## src/rtl/pxb_pkg.sv

```systemverilog
package pxb_pkg;
  localparam int PAGE_W  = 8;
  localparam int SLOT_W  = 4;
  localparam int MAIN_N  = 16;
  localparam int NUM_AUX = 2;
  localparam int AUX_N   = 1 << SLOT_W;
  localparam int REG_W   = PAGE_W - SLOT_W;
  localparam int KEY_W   = REG_W + 1;
  localparam int PTR_W   = $clog2(MAIN_N);
  localparam int SRC_W   = $clog2(NUM_AUX + 1);

  typedef struct packed {
    logic               flush;
    logic               wrMain;
    logic [NUM_AUX-1:0] wrAux;
    logic [PTR_W-1:0]   mainSlot;
  } strobe_t;
endpackage

```

## src/rtl/pxb_ctrl.sv

```systemverilog
module pxb_ctrl
  import pxb_pkg::*;
#(
  parameter int AgeWidth = 4
) (
  input  logic                             clk,
  input  logic                             rst_n,
  input  logic                             refillValid,
  input  logic [KEY_W-1:0]                 refRegion,
  input  logic                             flushReq,
  input  logic                             stateLoad,
  input  logic [NUM_AUX*KEY_W-1:0]         loadKeys,
  input  logic [AgeWidth-1:0]              loadAge,
  output strobe_t                          strb,
  output logic [NUM_AUX-1:0][KEY_W-1:0]    keyVec,
  output logic [PTR_W-1:0]                 ringPtr,
  output logic [AgeWidth-1:0]              ageOut
);
  logic [NUM_AUX-1:0] claimed;
  logic [PTR_W-1:0]   ptrQ;

  // lowest-numbered bank whose key covers the refill region claims it
  always_comb begin
    claimed = '0;
    for (int a = NUM_AUX - 1; a >= 0; a--) begin
      if (keyVec[a] == refRegion) begin
        claimed    = '0;
        claimed[a] = 1'b1;
      end
    end
    strb.flush    = flushReq;
    strb.wrAux    = (refillValid && !flushReq) ? claimed : '0;
    strb.wrMain   = refillValid && !flushReq && (claimed == '0);
    strb.mainSlot = ptrQ;
  end

  always_ff @(posedge clk) begin
    if (!rst_n) begin
      ptrQ   <= '0;
      keyVec <= '0;
      ageOut <= '0;
    end else if (stateLoad) begin
      ptrQ   <= '0;
      keyVec <= loadKeys;
      ageOut <= loadAge;
    end else if (strb.wrMain) begin
      ptrQ <= ptrQ + 1'b1;
    end
  end

  assign ringPtr = ptrQ;
endmodule

```

## src/rtl/pxb_datapath.sv

```systemverilog
module pxb_datapath
  import pxb_pkg::*;
#(
  parameter int DataWidth = 18
) (
  input  logic                          clk,
  input  logic                          rst_n,
  input  strobe_t                       strb,
  input  logic [NUM_AUX-1:0][KEY_W-1:0] keyVec,
  input  logic                          lookupValid,
  input  logic [PAGE_W-1:0]             lookupPage,
  input  logic                          lookupUser,
  input  logic [PAGE_W-1:0]             refillPage,
  input  logic                          refillUser,
  input  logic [DataWidth-1:0]          refillData,
  output logic                          hitOut,
  output logic                          missOut,
  output logic [SRC_W-1:0]              hitSrc,
  output logic [DataWidth-1:0]          hitData
);
  logic [MAIN_N-1:0]              mainVal;
  logic [PAGE_W:0]                mainTag  [MAIN_N];
  logic [DataWidth-1:0]           mainData [MAIN_N];
  logic [NUM_AUX-1:0][AUX_N-1:0]  auxVal;
  logic [DataWidth-1:0]           auxData  [NUM_AUX][AUX_N];

  logic [PAGE_W:0]      lkTag, refTag;
  logic [KEY_W-1:0]     lkRegion;
  logic [SLOT_W-1:0]    lkSlot, refSlot;
  logic [MAIN_N-1:0]    mainHit, refDup;
  logic [NUM_AUX-1:0]   auxHit;
  logic [DataWidth-1:0] auxWord [NUM_AUX];
  logic                 selHit;
  logic [SRC_W-1:0]     selSrc;
  logic [DataWidth-1:0] selData;

  assign lkTag    = {lookupUser, lookupPage};
  assign refTag   = {refillUser, refillPage};
  assign lkRegion = {lookupUser, lookupPage[PAGE_W-1:SLOT_W]};
  assign lkSlot   = lookupPage[SLOT_W-1:0];
  assign refSlot  = refillPage[SLOT_W-1:0];

  for (genvar i = 0; i < MAIN_N; i++) begin : g_main
    assign mainHit[i] = mainVal[i] && (mainTag[i] == lkTag);
    assign refDup[i]  = mainVal[i] && (mainTag[i] == refTag);
  end

  for (genvar a = 0; a < NUM_AUX; a++) begin : g_aux
    assign auxHit[a]  = (keyVec[a] == lkRegion) && auxVal[a][lkSlot];
    assign auxWord[a] = auxData[a][lkSlot];

    always_ff @(posedge clk) begin
      if (strb.wrAux[a]) auxData[a][refSlot] <= refillData;
    end
  end

  always_comb begin
    selHit  = |mainHit;
    selSrc  = '0;
    selData = '0;
    for (int i = 0; i < MAIN_N; i++) begin
      if (mainHit[i]) selData = selData | mainData[i];
    end
    for (int a = NUM_AUX - 1; a >= 0; a--) begin
      if (auxHit[a]) begin
        selHit  = 1'b1;
        selSrc  = SRC_W'(a + 1);
        selData = auxWord[a];
      end
    end
  end

  always_ff @(posedge clk) begin
    if (!rst_n || strb.flush) begin
      mainVal <= '0;
      auxVal  <= '0;
    end else begin
      if (strb.wrMain) begin
        mainVal <= mainVal & ~refDup;
        mainVal[strb.mainSlot] <= 1'b1;
      end
      for (int a = 0; a < NUM_AUX; a++) begin
        if (strb.wrAux[a]) auxVal[a][refSlot] <= 1'b1;
      end
    end
  end

  always_ff @(posedge clk) begin
    if (strb.wrMain) begin
      mainTag[strb.mainSlot]  <= refTag;
      mainData[strb.mainSlot] <= refillData;
    end
  end

  always_ff @(posedge clk) begin
    if (!rst_n) begin
      hitOut  <= 1'b0;
      missOut <= 1'b0;
      hitSrc  <= '0;
      hitData <= '0;
    end else begin
      hitOut  <= lookupValid && selHit;
      missOut <= lookupValid && !selHit;
      if (lookupValid && selHit) begin
        hitSrc  <= selSrc;
        hitData <= selData;
      end
    end
  end
endmodule

```

## src/rtl/pxb_top.sv

```systemverilog
module pxb_top
  import pxb_pkg::*;
#(
  parameter int DataWidth = 18,
  parameter int AgeWidth  = 4
) (
  input  logic                     clk,
  input  logic                     rst_n,
  input  logic                     lookupValid,
  input  logic [PAGE_W-1:0]        lookupPage,
  input  logic                     lookupUser,
  input  logic                     refillValid,
  input  logic [PAGE_W-1:0]        refillPage,
  input  logic                     refillUser,
  input  logic [DataWidth-1:0]     refillData,
  input  logic                     flushReq,
  input  logic                     stateLoad,
  input  logic [NUM_AUX*KEY_W-1:0] loadKeys,
  input  logic [AgeWidth-1:0]      loadAge,
  output logic                     hitOut,
  output logic                     missOut,
  output logic [SRC_W-1:0]         hitSrc,
  output logic [DataWidth-1:0]     hitData,
  output logic [PTR_W-1:0]         ringPtr,
  output logic [AgeWidth-1:0]      ageOut
);
  strobe_t                       strb;
  logic [NUM_AUX-1:0][KEY_W-1:0] keyVec;
  logic [KEY_W-1:0]              refRegion;

  assign refRegion = {refillUser, refillPage[PAGE_W-1:SLOT_W]};

  pxb_ctrl #(.AgeWidth(AgeWidth)) u_ctrl (
    .clk(clk), .rst_n(rst_n), .refillValid(refillValid), .refRegion(refRegion),
    .flushReq(flushReq), .stateLoad(stateLoad), .loadKeys(loadKeys),
    .loadAge(loadAge), .strb(strb), .keyVec(keyVec), .ringPtr(ringPtr),
    .ageOut(ageOut)
  );

  pxb_datapath #(.DataWidth(DataWidth)) u_dp (
    .clk(clk), .rst_n(rst_n), .strb(strb), .keyVec(keyVec),
    .lookupValid(lookupValid), .lookupPage(lookupPage), .lookupUser(lookupUser),
    .refillPage(refillPage), .refillUser(refillUser), .refillData(refillData),
    .hitOut(hitOut), .missOut(missOut), .hitSrc(hitSrc), .hitData(hitData)
  );
endmodule

```

## config.mk

```make
export PLATFORM = sky130hd
export DESIGN_NAME = pxb_top
export DESIGN_NICKNAME = d
export VERILOG_FILES = /design/src/rtl/pxb_pkg.sv /design/src/rtl/pxb_ctrl.sv /design/src/rtl/pxb_datapath.sv /design/src/rtl/pxb_top.sv
export SDC_FILE = /design/constraint.sdc
export NUM_CORES = 1
export LEC_CHECK = 0
export BUFFER_PORTS_ARGS = -buffer_cell sky130_fd_sc_hd__buf_2
export CAP_MARGIN = 15
export CORE_MARGIN = 10
export CORE_UTILIZATION = 59
export DETAILED_ROUTE_END_ITERATION = 10
export GPL_ROUTABILITY_DRIVEN = 0
export GPL_TIMING_DRIVEN = 0
export MAX_ROUTING_LAYER = met4
export PLACE_DENSITY = 0.86
export SYNTH_ARGS = -nofsm -noshare
export SYNTH_HDL_FRONTEND = slang
export SYNTH_SLANG_ARGS = --single-unit
```

## constraint.sdc

```tcl
create_clock -name clk -period 8.5 [get_ports clk]
set_clock_uncertainty 0.15 [all_clocks]
set_input_delay 2.125 -clock clk [delete_from_list [all_inputs] [get_ports clk]]
set_output_delay 2.125 -clock clk [all_outputs]
set_load 0.1 [all_outputs]
```

Yosys cells after proc, flatten, opt, wreduce, memory -nomap -nowiden:

Memories as Yosys holds them, arrays and structs flattened.
Cells that the tools add are included.

* register bits after elaboration: 88
* RAM bits: 1008
* input port bits: 56
* word-level logic and storage cells: 181
* memories kept: 3

* add/subtract/negate cells: 1
* order comparisons: 8
* equality and inequality tests: 36
* multiplexer cells: 50
* bitwise operators: 23
* reduce and logical (&&, ||, !) cells: 49

Memory list
* u_dp.auxData: depth 2, width 288, rd ports 2, clocked after Yosys merged registers in 0, wr ports 1, line pxb_datapath.sv:25 `logic [DataWidth-1:0] auxData [NUM_AUX][AUX_N];`
* u_dp.mainData: depth 16, width 18, rd ports 16, clocked after Yosys merged registers in 0, wr ports 1, line pxb_datapath.sv:23 `logic [DataWidth-1:0] mainData [MAIN_N];`
* u_dp.mainTag: depth 16, width 9, rd ports 16, clocked after Yosys merged registers in 0, wr ports 1, line pxb_datapath.sv:22 `logic [PAGE_W:0] mainTag [MAIN_N];`

Operators by type and width (number)
* 2-to-1 mux 288 bit: 4
* 2-to-1 mux 18 bit: 23
* equality test 9 bit: 32
* OR reduction 288 bit: 1
* OR 18 bit: 15
* binary-select mux 18 bit (select 4 bit): 2
* demux 18 bit (select 4 bit): 1
* OR 16 bit: 3
* logical AND 1 bit: 41
* equality test 5 bit: 4
* bitwise AND 16 bit: 1
* NOT 16 bit: 1
* OR reduction 16 bit: 1
* less-than comparator 4 x 5 -> 1 bit, second input constant: 3
* 2-to-1 mux 1 bit: 11
* greater-or-equal comparator 5 bit, second input constant: 2
* 2-to-1 mux 2 bit: 5
* NOT 4 -> 5 bit: 2
* binary-select mux 1 bit (select 4 bit): 2
* demux 1 bit (select 4 bit): 2
* greater-or-equal comparator 4 x 1 -> 1 bit, second input constant: 2
* less-than comparator 5 x 1 -> 1 bit, second input constant: 1
* adder 4 x 1 -> 4 bit, second input constant: 1
* zero test 1 bit: 3
* other kinds (4): 4

Longest topological paths before layout:

* depth after elaboration: 35
* depth in mapped cells: 12
* gate-level depth less buffers: 7

Modules after synthesis:

A second synthesis with hierarchy kept.

* cell total of the unflattened synthesis: 2328
* area total of the unflattened synthesis: 43342.8 µm²

Modules (own cells, without submodules)
* pxb_datapath: times used 1, cells an instance 2236, area an instance 42449.5 µm², seq. area each 31670.4 µm²
* pxb_ctrl: times used 1, cells an instance 92, area an instance 893.4 µm², seq. area each 360.3 µm²

Worst setup path after synthesis:

OpenSTA, ideal clock, no wires.

* path kind: input to register
* start point: input port refillPage[6]
* end point: memory u_dp.mainData[3][0], enable pin
* data arrival time: 5.205 ns
* slack: 2.698 ns
* stages: 7
* path buffers: 1
* cell sequence: buf_2 xor2_1 nor3_1 a311o_1 nor2b_1 nand2_1 nor3_1

* longest elaborated chain between the ends: 7
* elaborated cells between the ends (all ways): 8
* classes of those cells: 2 x eq/ne; 4 x mux; 2 x reduce/logical

RTL lines
* start: declaration: line pxb_top.sv:13 `input logic [PAGE_W-1:0] refillPage,`
* equality test 5 bit: line pxb_ctrl.sv:26 `if (keyVec[a] == refRegion) begin`
* 2-to-1 mux 2 bit: line pxb_ctrl.sv:26
* 2-to-1 mux 2 bit (*): line pxb_ctrl.sv:26
* zero test 2 bit (*): line pxb_ctrl.sv:33 `strb.wrMain = refillValid && !flushReq && (claimed == '0);`
* logical AND 1 bit (*): line pxb_ctrl.sv:33
* 2-to-1 mux 1 bit (*): line pxb_datapath.sv:89 `if (strb.wrMain) begin`
* 2-to-1 mux 1 bit (implied by the code) (*): line pxb_datapath.sv:91 `mainData[strb.mainSlot] <= refillData;`
* end: declaration: line pxb_datapath.sv:23

Every way passes the cells marked *; elsewhere a longest branch is shown, timed or not.

Worst setup path in the final report:

* start point: input port refillPage[3]
* end point: memory u_dp.auxData[0][350] (netlist name), enable pin

* longest elaborated chain between the ends: 8
* elaborated cells between the ends (all ways): 11
* classes of those cells: 2 x order compare; 6 x mux; 1 x bitwise; 2 x reduce/logical

RTL lines
* NOT 4 -> 5 bit (implied by the code) (*): line pxb_datapath.sv:53 `if (strb.wrAux[a]) auxData[a][refSlot] <= refillData;`
* greater-or-equal comparator 5 bit (implied by the code) / less-than comparator 5 x 1 -> 1 bit (equally long branches): line pxb_datapath.sv:53
* logical AND 1 bit (implied by the code): line pxb_datapath.sv:53
* 2-to-1 mux 18 bit (implied by the code): line pxb_datapath.sv:53
* demux 18 bit (select 4 bit) (*): line pxb_datapath.sv:53
* 2-to-1 mux 288 bit (implied by the code): line pxb_datapath.sv:53
* OR reduction 288 bit (no line)
* 2-to-1 mux 1 bit (no line) / 2-to-1 mux 288 bit (equally long branches)
* end: declaration: line pxb_datapath.sv:25

Marked as above.

==> run metrics <==
CTS tree=done; Num CTS Buffers=104; cell area after placement=46,860 sq um; Critical Path RT=8.76 ns; Routed WL per cell=35.33 um; Synth-to-Final Area Change=13.82%; Final Hold Slack=0.3231 ns; Min Clock Period, post-route=slightly above 6 ns; YS warnings=0; Die Span Y=293.6 um; dpl cells=3,545; Post-synth top flop=edfxtp_1; CP max FO=17; Starting Density=59.42%; Layout Nets=~2,700; Syn Inst Count=2,436; sequential share of the synthesized area=~73%; Synth Area in Simple Gates=5.309%; Worst VDD drop=0.1743 mV; syn_area_per_cell=18.13 sq um; slowest stage cell, crit path=nor3_2; EDFF count, synth=1,008; Final Cell Area=50,270 sq um; cts hold-fix bufs=0; Max Clk Rate=between 150 and 200 MHz; DP Wirelength=approximately 81,000 um; clk_lat worst skew=0.71 ns; RSZ-0062 raised after global routing=false; FFs w/ async S/R, synth=0%; first-pass GRT wire length=~190,000 um; Arrival @ worst endpoint=6.49 ns; Vias=27,030; total congestion overflow=0; post-synthesis xor/xnor area fraction=6.167%; Clock Tree Buf Depth=3; slew margin rel.=12.60%; post-route core utilization=67.63%; Worst path max stage delay=0.99 ns; fraction of synthesized area in multiplexers=about a tenth; CTS clk-pin slew, worst paths=0.06 ns; Final Setup Violations=0; Routed Antenna Nets=0; CP bufs+invs=5; fin crit share=73.34%; number of vias per cell=7.207; final non-filler cell total=3,750; number of buffers added on ports=75; leakage power=0.01643 uW; status=finished clean; Mapped Nets=2,496; Die ar.=86,200 sq um; # rows=100; Clock Root Buffer=clkbuf_16; Final Max Tran Viols=0; startpoint types=primary input; initial antenna violation count=7; hold crit path type=register to register; Clock Sinks=1,096; buffer count from post-CTS setup fixing=0; Synth Register Bits=1,096; Cell Area, Synth=between 40,000 and 50,000 sq um; DR pass1 iterations=8; final setup TNS=0 ns; DR DRC count=0; H-Tree Depth=3; vias in the first global route=27,530; die width=293.6 um; Pwr Density=between 200 and 250 nW/um^2; initial DRC count=4,642; CP Capture Type=register; crit-path cells=buf_2, clkbuf_1, clkbuf_1, clkbuf_1, nand3_1, nor3_2, buf_6; fraction of layout cells with a size suffix above 1=22.13%; compound-cell area share of the yosys netlist=under 10%; MaxCap Viol Count=0; Ports=86; final WL=132,500 um; Placeable Area=74,320 sq um; GRT Util Overall=31.63%; maximum number of pins on one net before global-route repair=49; post-cts resize count=0; critical path type=primary input to register; cell mode on critical path=clkbuf_1; Worst-Margin Slew=1.299 ns; Final Hold Viols=0; main combinational cell family by area after synthesis=multiplexers; adder-cell area share of the yosys netlist=0.1133%; cell family with most CP delay=buffers and inverters; count of cell types in the netlist=60
-- metrics by stage --
stage | total power, uW | worst slack [ns]
6_report | 11100 | 2.266
5_1_grt | 11300 | 2.352
2_1_floorplan | 6312 | 2.698
4_1_cts | 11070 | 2.501
3_5_place_dp | 6542 | 1.797
3_3_place_gp | 6512 | -0.3529
-- Yosys cell counts (all sizes together), types with 2 or more instances --
library cell  instances  area [sq um]
mux4                181          4076
o2111ai               7         67.56
a22o                 28         245.2
a21oi                12         75.08
dfxtp                88          1762
nor4                 53         424.2
a31oi                 3         18.77
nor2                103         386.6
nand3                27         135.1
a32o                 19         190.2
nand2                43         161.4
o2111a                4         45.04
o41ai                 9         78.83
xor2                196          1717
and3                 13         81.33
nand4                84         525.5
o21a                 32         240.2
nand2b                8         50.05
nor3                 45         240.2
xnor2               115          1007
or4                  12         90.09
and2                 12         75.07
a211oi                2         15.01
clkbuf               55         206.5
edfxtp             1008         30270
a22oi                68         510.5
o41a                  8         90.09
o22ai                 3         25.02
o21ai                 4         20.01
a221oi               17         148.9
nand3b                2         15.01
mux2                  3         33.78
and4                  8         72.57
buf                  83         514.2
a2111oi               2         17.52
ha                    4         50.05
or3                   5         31.28
mux2i                24         240.2
nor2b                 6         37.54
inv                  34         127.6
-- where the power goes --
group / internal [uW] / total [uW] / switching, uW
clock: 2540 / 4640 / 2100
sequential: 5900 / 5910 / 10.1
combinational: 174 / 552 / 378
total: 8610 / 11100 / 2490
-- area by class of cell --
| type | count | area [sq um] |
|---|---|---|
| multi-input cells | 1167 | 11430 |
| clock buffers | 116 | 2648 |
| inverters | 35 | 131.4 |
| flip-flops and latches | 1096 | 32030 |
| well taps | 969 | 1212 |
| repair buffers | 141 | 1343 |
| diodes | 7 | 17.52 |
| fillers | 4429 | 24050 |
| clock inverters | 81 | 732.0 |
| plain buffers | 138 | 720.7 |
-- sequential cells by signal, indices dropped and copies added (netlist names) --
name,flops
u_ctrl.ringPtr,4
u_dp.auxVal,32
u_dp.auxData,576
u_dp.mainVal,16
u_ctrl.ageOut,4
u_ctrl.keyVec,10
u_dp.mainTag,144
u_dp.missOut,1
u_dp.mainData,288
u_dp.hitSrc,2
u_dp.hitData,18
u_dp.hitOut,1
-- worst paths after layout --
path,from,end,slack (ns),depth (start not counted)
max reg2reg,u_dp.mainTag[12][3],u_dp.hitData[12],4.65,9
min reg2reg,u_dp.mainVal[4],u_dp.mainVal[4],0.32,2
min,u_dp.mainVal[4],u_dp.mainVal[4],0.32,2
max,refillPage[3],u_dp.auxData[0][350],2.27,7
-- metal layers --
layer	share of wire, %	vias up	global-route usage (%)
li1	-	10280	-
met1	32	13370	36.29
met2	48	2652	50.05
met3	13	732	8.899
met4	6.9	0	17.79
met5	0	-	-
-- placed cells by master, fill, tap and decap left out, types with 24 or more instances in the layout --
cell,n
edfxtp_1,1008
xor2_1,196
mux4_2,181
buf_2,120
xnor2_1,115
clkbuf_16,104
dfxtp_1,88
nand4_1,84
nor2_1,75
a22oi_1,68
clkbuf_1,67
nand2_1,43
nor4_1,41
inv_1,34
buf_6,34
o21a_1,32
nor3_1,30
a22o_1,28
nand3_1,27
clkinv_1,27
clkinv_2,27
nor2_2,24
mux2i_1,24
-- worst reg2reg max path: stages (launching register included) --
cell,delay (ns)
edfxtp_1,0.42
xor2_1,0.19
nor4_2,0.70
and3_1,0.28
clkbuf_1,0.30
clkbuf_1,0.78
a2111oi_0,0.33
nand3_1,0.16
o41ai_1,0.08
a221oi_1,0.35
-- cell families (layout without fill, tap and decap cells) --
group / Yosys count / in the layout
compound gates: 221 / 221
buf+inv: 173 / 511
fa+ha+maj: 4 / 4
xor+xnor: 311 / 311
simple gates: 423 / 423
flops: 1096 / 1096
mux: 208 / 208
other cells: 0 / 7
(Power assumes the default switching activity.)
